## src/rtl/irq_seq_pkg.sv

```systemverilog
package irq_seq_pkg;

  localparam int unsigned DW        = 16;
  localparam int unsigned VW        = 8;
  localparam int unsigned LW        = 3;
  localparam int unsigned PRIV_BIT  = 15;
  localparam int unsigned LVL_LSB   = 8;
  localparam int unsigned CC_W      = 3;

  typedef enum logic [2:0] {
    S_IDLE,
    S_PUSH_PSR,
    S_PUSH_PC,
    S_VECTOR,
    S_POP_PC,
    S_POP_PSR
  } seq_state_e;

  // status word once the old state is on the stack
  function automatic logic [DW-1:0] entry_psr(input logic [DW-1:0] old,
                                              input logic [LW-1:0] lvl);
    logic [DW-1:0] n;
    n = old;
    n[PRIV_BIT] = 1'b0;
    n[LVL_LSB +: LW] = lvl;
    n[CC_W-1:0] = '0;
    return n;
  endfunction

  // pre-decrement stack slot
  function automatic logic [DW-1:0] push_slot(input logic [DW-1:0] sp);
    return sp - 1'b1;
  endfunction

  function automatic logic [DW-1:0] table_addr(input logic [DW-1:0] base,
                                               input logic [VW-1:0] vec);
    return base + {{(DW-VW){1'b0}}, vec};
  endfunction

endpackage

```

## src/rtl/irq_seq_arb.sv

```systemverilog
module irq_seq_arb
  import irq_seq_pkg::*;
#(
  parameter logic [VW-1:0] PRIV_VEC = 8'h00
) (
  input  logic          boundary,
  input  logic          busy,
  input  logic          user_mode,
  input  logic [LW-1:0] cur_lvl,
  input  logic          irq_req,
  input  logic [VW-1:0] irq_vec,
  input  logic [LW-1:0] irq_prio,
  input  logic          exc_req,
  input  logic [VW-1:0] exc_vec,
  input  logic          rti_req,
  output logic          exc_taken,
  output logic          priv_fault,
  output logic          irq_taken,
  output logic          ret_taken,
  output logic          entry_taken,
  output logic [VW-1:0] sel_vec,
  output logic [LW-1:0] sel_lvl
);
  logic open_slot;

  always_comb begin
    open_slot   = boundary && !busy;
    exc_taken   = open_slot && exc_req;
    priv_fault  = open_slot && !exc_req && rti_req && user_mode;
    ret_taken   = open_slot && !exc_req && rti_req && !user_mode;
    irq_taken   = open_slot && !exc_req && !rti_req && irq_req && (irq_prio > cur_lvl);
    entry_taken = exc_taken || priv_fault || irq_taken;
    if (exc_req)      sel_vec = exc_vec;
    else if (rti_req) sel_vec = PRIV_VEC;
    else              sel_vec = irq_vec;
    sel_lvl = irq_taken ? irq_prio : cur_lvl;
  end
endmodule

```

## src/rtl/irq_seq_fsm.sv

```systemverilog
module irq_seq_fsm
  import irq_seq_pkg::*;
(
  input  logic       clk,
  input  logic       rst_n,
  input  logic       entry_taken,
  input  logic       ret_taken,
  output seq_state_e state,
  output logic       busy
);
  seq_state_e nxt;

  always_comb begin
    nxt = state;
    unique case (state)
      S_IDLE: begin
        if (entry_taken)    nxt = S_PUSH_PSR;
        else if (ret_taken) nxt = S_POP_PC;
      end
      S_PUSH_PSR: nxt = S_PUSH_PC;
      S_PUSH_PC:  nxt = S_VECTOR;
      S_VECTOR:   nxt = S_IDLE;
      S_POP_PC:   nxt = S_POP_PSR;
      S_POP_PSR:  nxt = S_IDLE;
      default:    nxt = S_IDLE;
    endcase
  end

  always_ff @(posedge clk) begin
    if (!rst_n) state <= S_IDLE;
    else        state <= nxt;
  end

  assign busy = (state != S_IDLE);
endmodule

```

## src/rtl/irq_stack_seq.sv

```systemverilog
module irq_stack_seq
  import irq_seq_pkg::*;
#(
  parameter logic [15:0] PC_RST   = 16'h3006,
  parameter logic [15:0] PSR_RST  = 16'h8002,
  parameter logic [15:0] R6_RST   = 16'h4000,
  parameter logic [15:0] SSP_RST  = 16'h3000,
  parameter logic [15:0] VEC_BASE = 16'h0100,
  parameter logic [7:0]  PRIV_VEC = 8'h00
) (
  input  logic        clk,
  input  logic        rst_n,
  input  logic        boundary,
  input  logic        irq_req,
  input  logic [7:0]  irq_vec,
  input  logic [2:0]  irq_prio,
  input  logic        exc_req,
  input  logic [7:0]  exc_vec,
  input  logic        rti_req,
  input  logic [15:0] mem_rdata,
  output logic        mem_req,
  output logic        mem_we,
  output logic [15:0] mem_addr,
  output logic [15:0] mem_wdata,
  output logic [15:0] psr,
  output logic [15:0] pc,
  output logic [15:0] r6,
  output logic [15:0] saved_usp,
  output logic [15:0] saved_ssp,
  output logic        busy
);
  seq_state_e    state;
  logic          exc_taken, priv_fault, irq_taken, ret_taken, entry_taken;
  logic [VW-1:0] sel_vec, vec_q;
  logic [LW-1:0] sel_lvl, lvl_q;
  logic          pop_pc_step;

  irq_seq_arb #(.PRIV_VEC(PRIV_VEC)) u_arb (
    .boundary    (boundary),
    .busy        (busy),
    .user_mode   (psr[PRIV_BIT]),
    .cur_lvl     (psr[LVL_LSB +: LW]),
    .irq_req     (irq_req),
    .irq_vec     (irq_vec),
    .irq_prio    (irq_prio),
    .exc_req     (exc_req),
    .exc_vec     (exc_vec),
    .rti_req     (rti_req),
    .exc_taken   (exc_taken),
    .priv_fault  (priv_fault),
    .irq_taken   (irq_taken),
    .ret_taken   (ret_taken),
    .entry_taken (entry_taken),
    .sel_vec     (sel_vec),
    .sel_lvl     (sel_lvl)
  );

  irq_seq_fsm u_fsm (
    .clk         (clk),
    .rst_n       (rst_n),
    .entry_taken (entry_taken),
    .ret_taken   (ret_taken),
    .state       (state),
    .busy        (busy)
  );

  assign pop_pc_step = (state == S_POP_PC);

  always_comb begin
    mem_req   = 1'b0;
    mem_we    = 1'b0;
    mem_addr  = r6;
    mem_wdata = '0;
    unique case (state)
      S_PUSH_PSR: begin
        mem_req = 1'b1; mem_we = 1'b1;
        mem_addr = push_slot(r6); mem_wdata = psr;
      end
      S_PUSH_PC: begin
        mem_req = 1'b1; mem_we = 1'b1;
        mem_addr = push_slot(r6); mem_wdata = pc;
      end
      S_VECTOR: begin
        mem_req = 1'b1;
        mem_addr = table_addr(VEC_BASE, vec_q);
      end
      S_POP_PC, S_POP_PSR: mem_req = 1'b1;
      default: ;
    endcase
  end

  always_ff @(posedge clk) begin
    if (!rst_n) begin
      psr       <= PSR_RST;
      pc        <= PC_RST;
      r6        <= R6_RST;
      saved_usp <= '0;
      saved_ssp <= SSP_RST;
      vec_q     <= '0;
      lvl_q     <= '0;
    end else begin
      if (entry_taken) begin
        vec_q <= sel_vec;
        lvl_q <= sel_lvl;
        if (psr[PRIV_BIT]) begin
          saved_usp <= r6;
          r6        <= saved_ssp;
        end
      end
      unique case (state)
        S_PUSH_PSR: r6 <= push_slot(r6);
        S_PUSH_PC: begin
          r6  <= push_slot(r6);
          psr <= entry_psr(psr, lvl_q);
        end
        S_VECTOR: pc <= mem_rdata;
        S_POP_PC: begin
          pc <= mem_rdata;
          r6 <= r6 + 1'b1;
        end
        S_POP_PSR: begin
          psr <= mem_rdata;
          if (mem_rdata[PRIV_BIT]) begin
            saved_ssp <= r6 + 1'b1;
            r6        <= saved_usp;
          end else begin
            r6 <= r6 + 1'b1;
          end
        end
        default: ;
      endcase
    end
  end
endmodule

```

## config.mk

```make
export PLATFORM = sky130hd
export DESIGN_NAME = irq_stack_seq
export DESIGN_NICKNAME = d
export VERILOG_FILES = /design/src/rtl/irq_seq_pkg.sv /design/src/rtl/irq_seq_arb.sv /design/src/rtl/irq_seq_fsm.sv /design/src/rtl/irq_stack_seq.sv
export SDC_FILE = /design/constraint.sdc
export NUM_CORES = 1
export LEC_CHECK = 0
export ABC_AREA = 1
export BUFFER_PORTS_ARGS = -buffer_cell sky130_fd_sc_hd__buf_4
export CORE_MARGIN = 10
export CORE_UTILIZATION = 40
export DETAILED_ROUTE_END_ITERATION = 8
export PLACE_DENSITY_LB_ADDON = 0.1
export SLEW_MARGIN = 15
export SYNTH_ARGS = -nofsm -noshare
export SYNTH_HDL_FRONTEND = slang
export SYNTH_HIERARCHICAL = 1
export SYNTH_SLANG_ARGS = --single-unit
```

## constraint.sdc

```tcl
create_clock -name clk -period 4.9 [get_ports clk]
set_input_delay 0.49 -clock clk [delete_from_list [all_inputs] [get_ports clk]]
set_output_delay 0.49 -clock clk [all_outputs]
set_load 0.005 [all_outputs]
```

==> results of run 1 <==
## path summary, 6_finish.rpt
path                                            from  cells past startpoint  slack (ps)                   endpoint
worst min-delay path                    mem_rdata[1]                      3         360         pc[1]$_SDFFE_PN1P_
worst max-delay path            psr[10]$_SDFFE_PN0P_                     10        1540  saved_usp[6]$_SDFFE_PN0P_
worst max register to register  psr[10]$_SDFFE_PN0P_                     10        1540  saved_usp[6]$_SDFFE_PN0P_
worst min register to register  psr[12]$_SDFFE_PN0P_                      2         470       psr[12]$_SDFFE_PN0P_
## area by class of cell
cell class,count,area [sq um]
inverter,94,357.8
timing repair buffer,156,1171
clock inverter,5,81.33
multi-input combinational,538,2735
sequential,94,1882
fill,1294,5934
clock buffer,11,242.7
tap,172,215.2
## state kept, by name (all words and copies together) (netlist names)
name	flops
pc	16
r6	16
u_fsm/state	3
psr	16
saved_usp	16
lvl_q	3
vec_q	8
saved_ssp	16
## power breakdown
group | switching, mW | internal, mW | total (mW) | leakage, nW
Clock | 0.305 | 0.462 | 0.767 | 0.156
Combinational | 1.26 | 0.853 | 2.11 | 2.08
Sequential | 0.261 | 0.987 | 1.25 | 0.769
## stage by stage
step	worst slack, ps	instance area (sq um)	cells	power, mW	hold WS (ps)
floorplan	2760	5154	763	2.481	433.7
global placement	1536	6361	1054	3.352	451.0
detailed placement	1386	6361	1054	3.381	459.1
CTS	1556	6685	1070	4.164	343.2
global route	1156	6685	1070	4.476	357.2
finish	1537	6685	1070	4.126	358.0
## worst max-delay path, delay by kind of cell, from the launching register on
family / cells / cell delay, ps
AOI/OAI and AO/OA: 3 / 580
adders and majority gates: 1 / 310
buffers and inverters: 2 / 650
DFF: 1 / 390
and+or+nand+nor: 4 / 1280
## metal layers
layer	vias up	share of wire [%]	global-route usage, %
met5	-	0	0
met4	0	2.3	7.074
met3	23	8.4	7.331
met2	194	49	33.87
met1	2530	40	22.31
li1	2778	-	-
==> results.txt, run 1 <==
Status = finished, final reports clean
Number of nets produced by synthesis = 810
Sink count of the clock tree = 94
Detailed-router iteration count before antenna repair = 7
Data required, critical path = 5110 ps
Max_cap viols = 0
First-pass GRT wire length = 28840 um
Clock root buffer = sky130_fd_sc_hd__clkbuf_16
Row cnt = 41
Detailed Place HPWL = 13130 um
Largest clock skew in the final design = 7.648 ps
Worst IR Drop VDD = 0.0002863 V
Count of final hold-check violations = 0
Count of unresolved DRC violations after routing = 0
Slowest library cell on the worst path = sky130_fd_sc_hd__nand2_1
Largest net degree at the start of global routing = 74
Post-synth design cell area = 0.005154 sq mm
DIE HEIGHT = 133.5 um
Clock transition at the register clock pins on the worst setup and hold paths after CTS = 70 ps
Final wirelength = 18060 um
Final #Nets = 940
CTS tree = built
Avg Cell Area, Syn = 6.755 sq um
GR Util All Layers = 19.90%
Core area = 0.01262 sq mm
Rel. slew slack = 47.37%
Detail Route Antenna Nets = 0
Crit start category = flip-flop
Drt initial violations = 399
Horizontal die dimension = 133.5 um
Type of the setup path with the least slack = flip-flop to flip-flop
Fraction of the core area covered by cells at the end of the flow = 52.97%
Number of post-CTS setup repair buffers = 0
Number of global-route vias before repair = 5530
Max Root-Sink Buffers = 2
Routability congestion estimate = 0.8941
Syn-to-layout area delta = 29.72%
Sum of negative setup slack = 0 ps
Ratio of total power to cell area = 617.3 mW/mm^2
Wire length per cell after detailed routing = 16.88 um
Critical path data arrival time = 3570 ps
Effective utilization at floorplan = 40.84%
Number of antenna violations at the first check in global routing = 0
Cells after synthesis = 763
Clock insertion delay at the later pin of the skew report = 350 ps
Detailed-route vias per instance = 5.164
Ratio of cells with drive above 1 in the final layout = 23.05%
Hold Path Class = primary input to flip-flop
Slowest Stage Delay on Critical Path = 740 ps
Most common cell after layout, fill and taps aside = sky130_fd_sc_hd__buf_4
Final count of pins violating max slew = 0
Number of buffers created by CTS = 9
Post-layout minimum cycle time = 3363 ps
Die footprint = 0.01782 sq mm
CTS H-tree depth = 3
# port buffers = 155
Actual transition at the worst max-transition pin = 787.5 ps
Cells traversed along the worst timing path = inv_1, ha_1, a21oi_1, nand2_2, nand2_4, nand3_1, nand2_1, inv_1, o21ai_0, a21oi_1
Yosys Warn Count = 6
Count of antenna diodes in the layout = 0
Number of resized instances in the post-cts repair step = 0
Crit path capture type = flip-flop
Most frequent cells in the layout = 156 x sky130_fd_sc_hd__buf_4, 137 x sky130_fd_sc_hd__nand2_1, 108 x sky130_fd_sc_hd__o21ai_0
Total via count in the routed design = 5525
Highest Clock Rate = 0.2974 GHz
Leakage power = 3.004 nW
Hold Buf Count CTS = 0
Number of I/O pins = 156
Final count of negative-setup-slack endpoints = 0
Unrepaired setup endpoints after global routing = false
Global route overflow = 0
Highest net fanout along the worst path = 23
Period utilization = 68.63%
Note: power is estimated with default switching activity, not from simulation.
==> inputs of run 2 (changes only) <==
clock period = 2.8 ns   (was 4.9 ns; I/O delays follow)
==> results.txt, run 2 (same netlist as run 1, synthesis figures left out) <==
Die footprint = 0.01782 sq mm
Most common cell after layout, fill and taps aside = sky130_fd_sc_hd__buf_4
Detail Route Antenna Nets = 0
Row cnt = 41
Final std cells w/o fill = 1076
Final count of pins violating max slew = 0
Max_cap viols = 0
Syn-to-layout area delta = 31.00%
Number of I/O pins = 156
Final #Nets = 946
Number of antenna violations at the first check in global routing = 0
Clock insertion delay at the later pin of the skew report = 350 ps
Worst hold slack = 145.6 ps
Ratio of cells with drive above 1 in the final layout = 23.67%
Hold Buf Count CTS = 0
# port buffers = 155
DIE HEIGHT = 133.5 um
Sink count of the clock tree = 94
Clock root buffer = sky130_fd_sc_hd__clkbuf_16
Final wirelength = 18380 um
Wire length per cell after detailed routing = 17.08 um
Crit start category = flip-flop
Actual transition at the worst max-transition pin = 601.8 ps
Worst path top cell family by delay = compound AO/OA/AOI/OAI gates
Global route overflow = 0
Largest clock skew in the final design = 8.313 ps
Number of global-route vias before repair = 5769
CTS H-tree depth = 3
Logic depth of the worst path, buffers included = 8
Total via count in the routed design = 5662
Crit path capture type = primary output
Number of post-CTS setup repair buffers = 0
CTS tree = built
Unrepaired setup endpoints after global routing = false
Number of buffers created by CTS = 9
Count of unresolved DRC violations after routing = 0
Largest net degree at the start of global routing = 55
Type of the setup path with the least slack = flip-flop to primary output
Routability congestion estimate = 0.9273
Drt initial violations = 553
Sum of negative setup slack = 0 ps
Placed Cells = 1060
Count of final hold-check violations = 0
First-pass GRT wire length = 29500 um
Detailed-router iteration count before antenna repair = 5
GR Util All Layers = 20.25%
Post-layout minimum cycle time = 2521 ps
Final count of negative-setup-slack endpoints = 0
Number of resized instances in the post-cts repair step = 0
Detailed-route vias per instance = 5.262
Leakage power = 3.043 nW
Max Root-Sink Buffers = 2
Effective utilization at floorplan = 40.84%
Hold Path Class = primary input to flip-flop
Most frequent cells in the layout = 162 x sky130_fd_sc_hd__buf_4, 137 x sky130_fd_sc_hd__nand2_1, 108 x sky130_fd_sc_hd__o21ai_0
Slowest Stage Delay on Critical Path = 450 ps
Status = finished, final reports clean
Fraction of the core area covered by cells at the end of the flow = 53.50%
Core area = 0.01262 sq mm
Horizontal die dimension = 133.5 um
Worst IR Drop VDD = 0.0004558 V
Highest Clock Rate = 0.3967 GHz
Count of antenna diodes in the layout = 0
Critical path data arrival time = 2240 ps
Cells traversed along the worst timing path = clkinv_1, ha_1, nand3_2, nor2_2, o21ai_0, a21oi_1, a211o_1, buf_4
Clock transition at the register clock pins on the worst setup and hold paths after CTS = 70 ps
Ratio of total power to cell area = 1092 mW/mm^2
Hold depth = 3
Fill cells = 1261
Number of cells on the worst reg-to-reg path = 13
Detailed Place HPWL = 13560 um
Slowest library cell on the worst path = sky130_fd_sc_hd__dfxtp_1
Rel. slew slack = 59.78%
Highest net fanout along the worst path = 8
Period utilization = 90.02%
Data required, critical path = 2520 ps
Count of buffering cells on the critical path with inverters included = 2
-- run 2: through the flow --
| stage | setup WS, ps | instance area [sq um] | total power, mW |
|---|---|---|---|
| finish | 279.3 | 6751 | 7.372 |
| detailed placement | 564.2 | 6406 | 5.964 |
| global placement | 667.4 | 6406 | 5.903 |
| floorplan | 750.3 | 5154 | 4.342 |
| CTS | 271.4 | 6751 | 7.405 |
| global route | 74.33 | 6751 | 7.935 |
-- run 2: worst paths after layout --
kind / startpoint / slack, ps / to
setup / recovery: r6[0]$_SDFFE_PN0P_ / 280 / mem_addr[8]
hold / removal: mem_rdata[13] / 150 / pc[13]$_SDFFE_PN1P_
setup reg to reg: u_fsm/state[0]$_SDFFE_PN0P_ / 570 / r6[9]$_SDFFE_PN0P_
hold reg to reg: lvl_q[0]$_SDFFE_PN0P_ / 470 / lvl_q[0]$_SDFFE_PN0P_
-- run 2: worst min-delay path, stage by stage --
cell	delay [ps]
sky130_fd_sc_hd__buf_4	80
sky130_fd_sc_hd__nand2_1	40
sky130_fd_sc_hd__nand3_1	60
-- run 2: metal layers --
layer | vias to the layer above | track usage [%] | part of all wire, %
met2 | 202 | 34.28 | 48
met4 | 0 | 8.888 | 3.5
met1 | 2638 | 23.00 | 41
met5 | - | 0 | 0
li1 | 2779 | - | -
met3 | 43 | 6.165 | 7.9
-- run 2: report_power, final --
part | switching (mW) | internal, mW | total [mW] | leakage, nW
registers | 0.452 | 1.73 | 2.18 | 0.769
clock network | 0.554 | 0.876 | 1.43 | 0.166
logic | 2.24 | 1.53 | 3.76 | 2.11
-- run 2: final cells by class --
class / count / area, sq um / share of cell area, %
Clock inverter: 7 / 120.1 / 1.779
Sequential cell: 94 / 1882 / 27.87
Multi-Input combinational cell: 538 / 2735 / 40.51
Clock buffer: 9 / 225.2 / 3.336
Inverter: 94 / 357.8 / 5.300
Timing Repair Buffer: 162 / 1216 / 18.01
Tap cell: 172 / 215.2 / 3.188
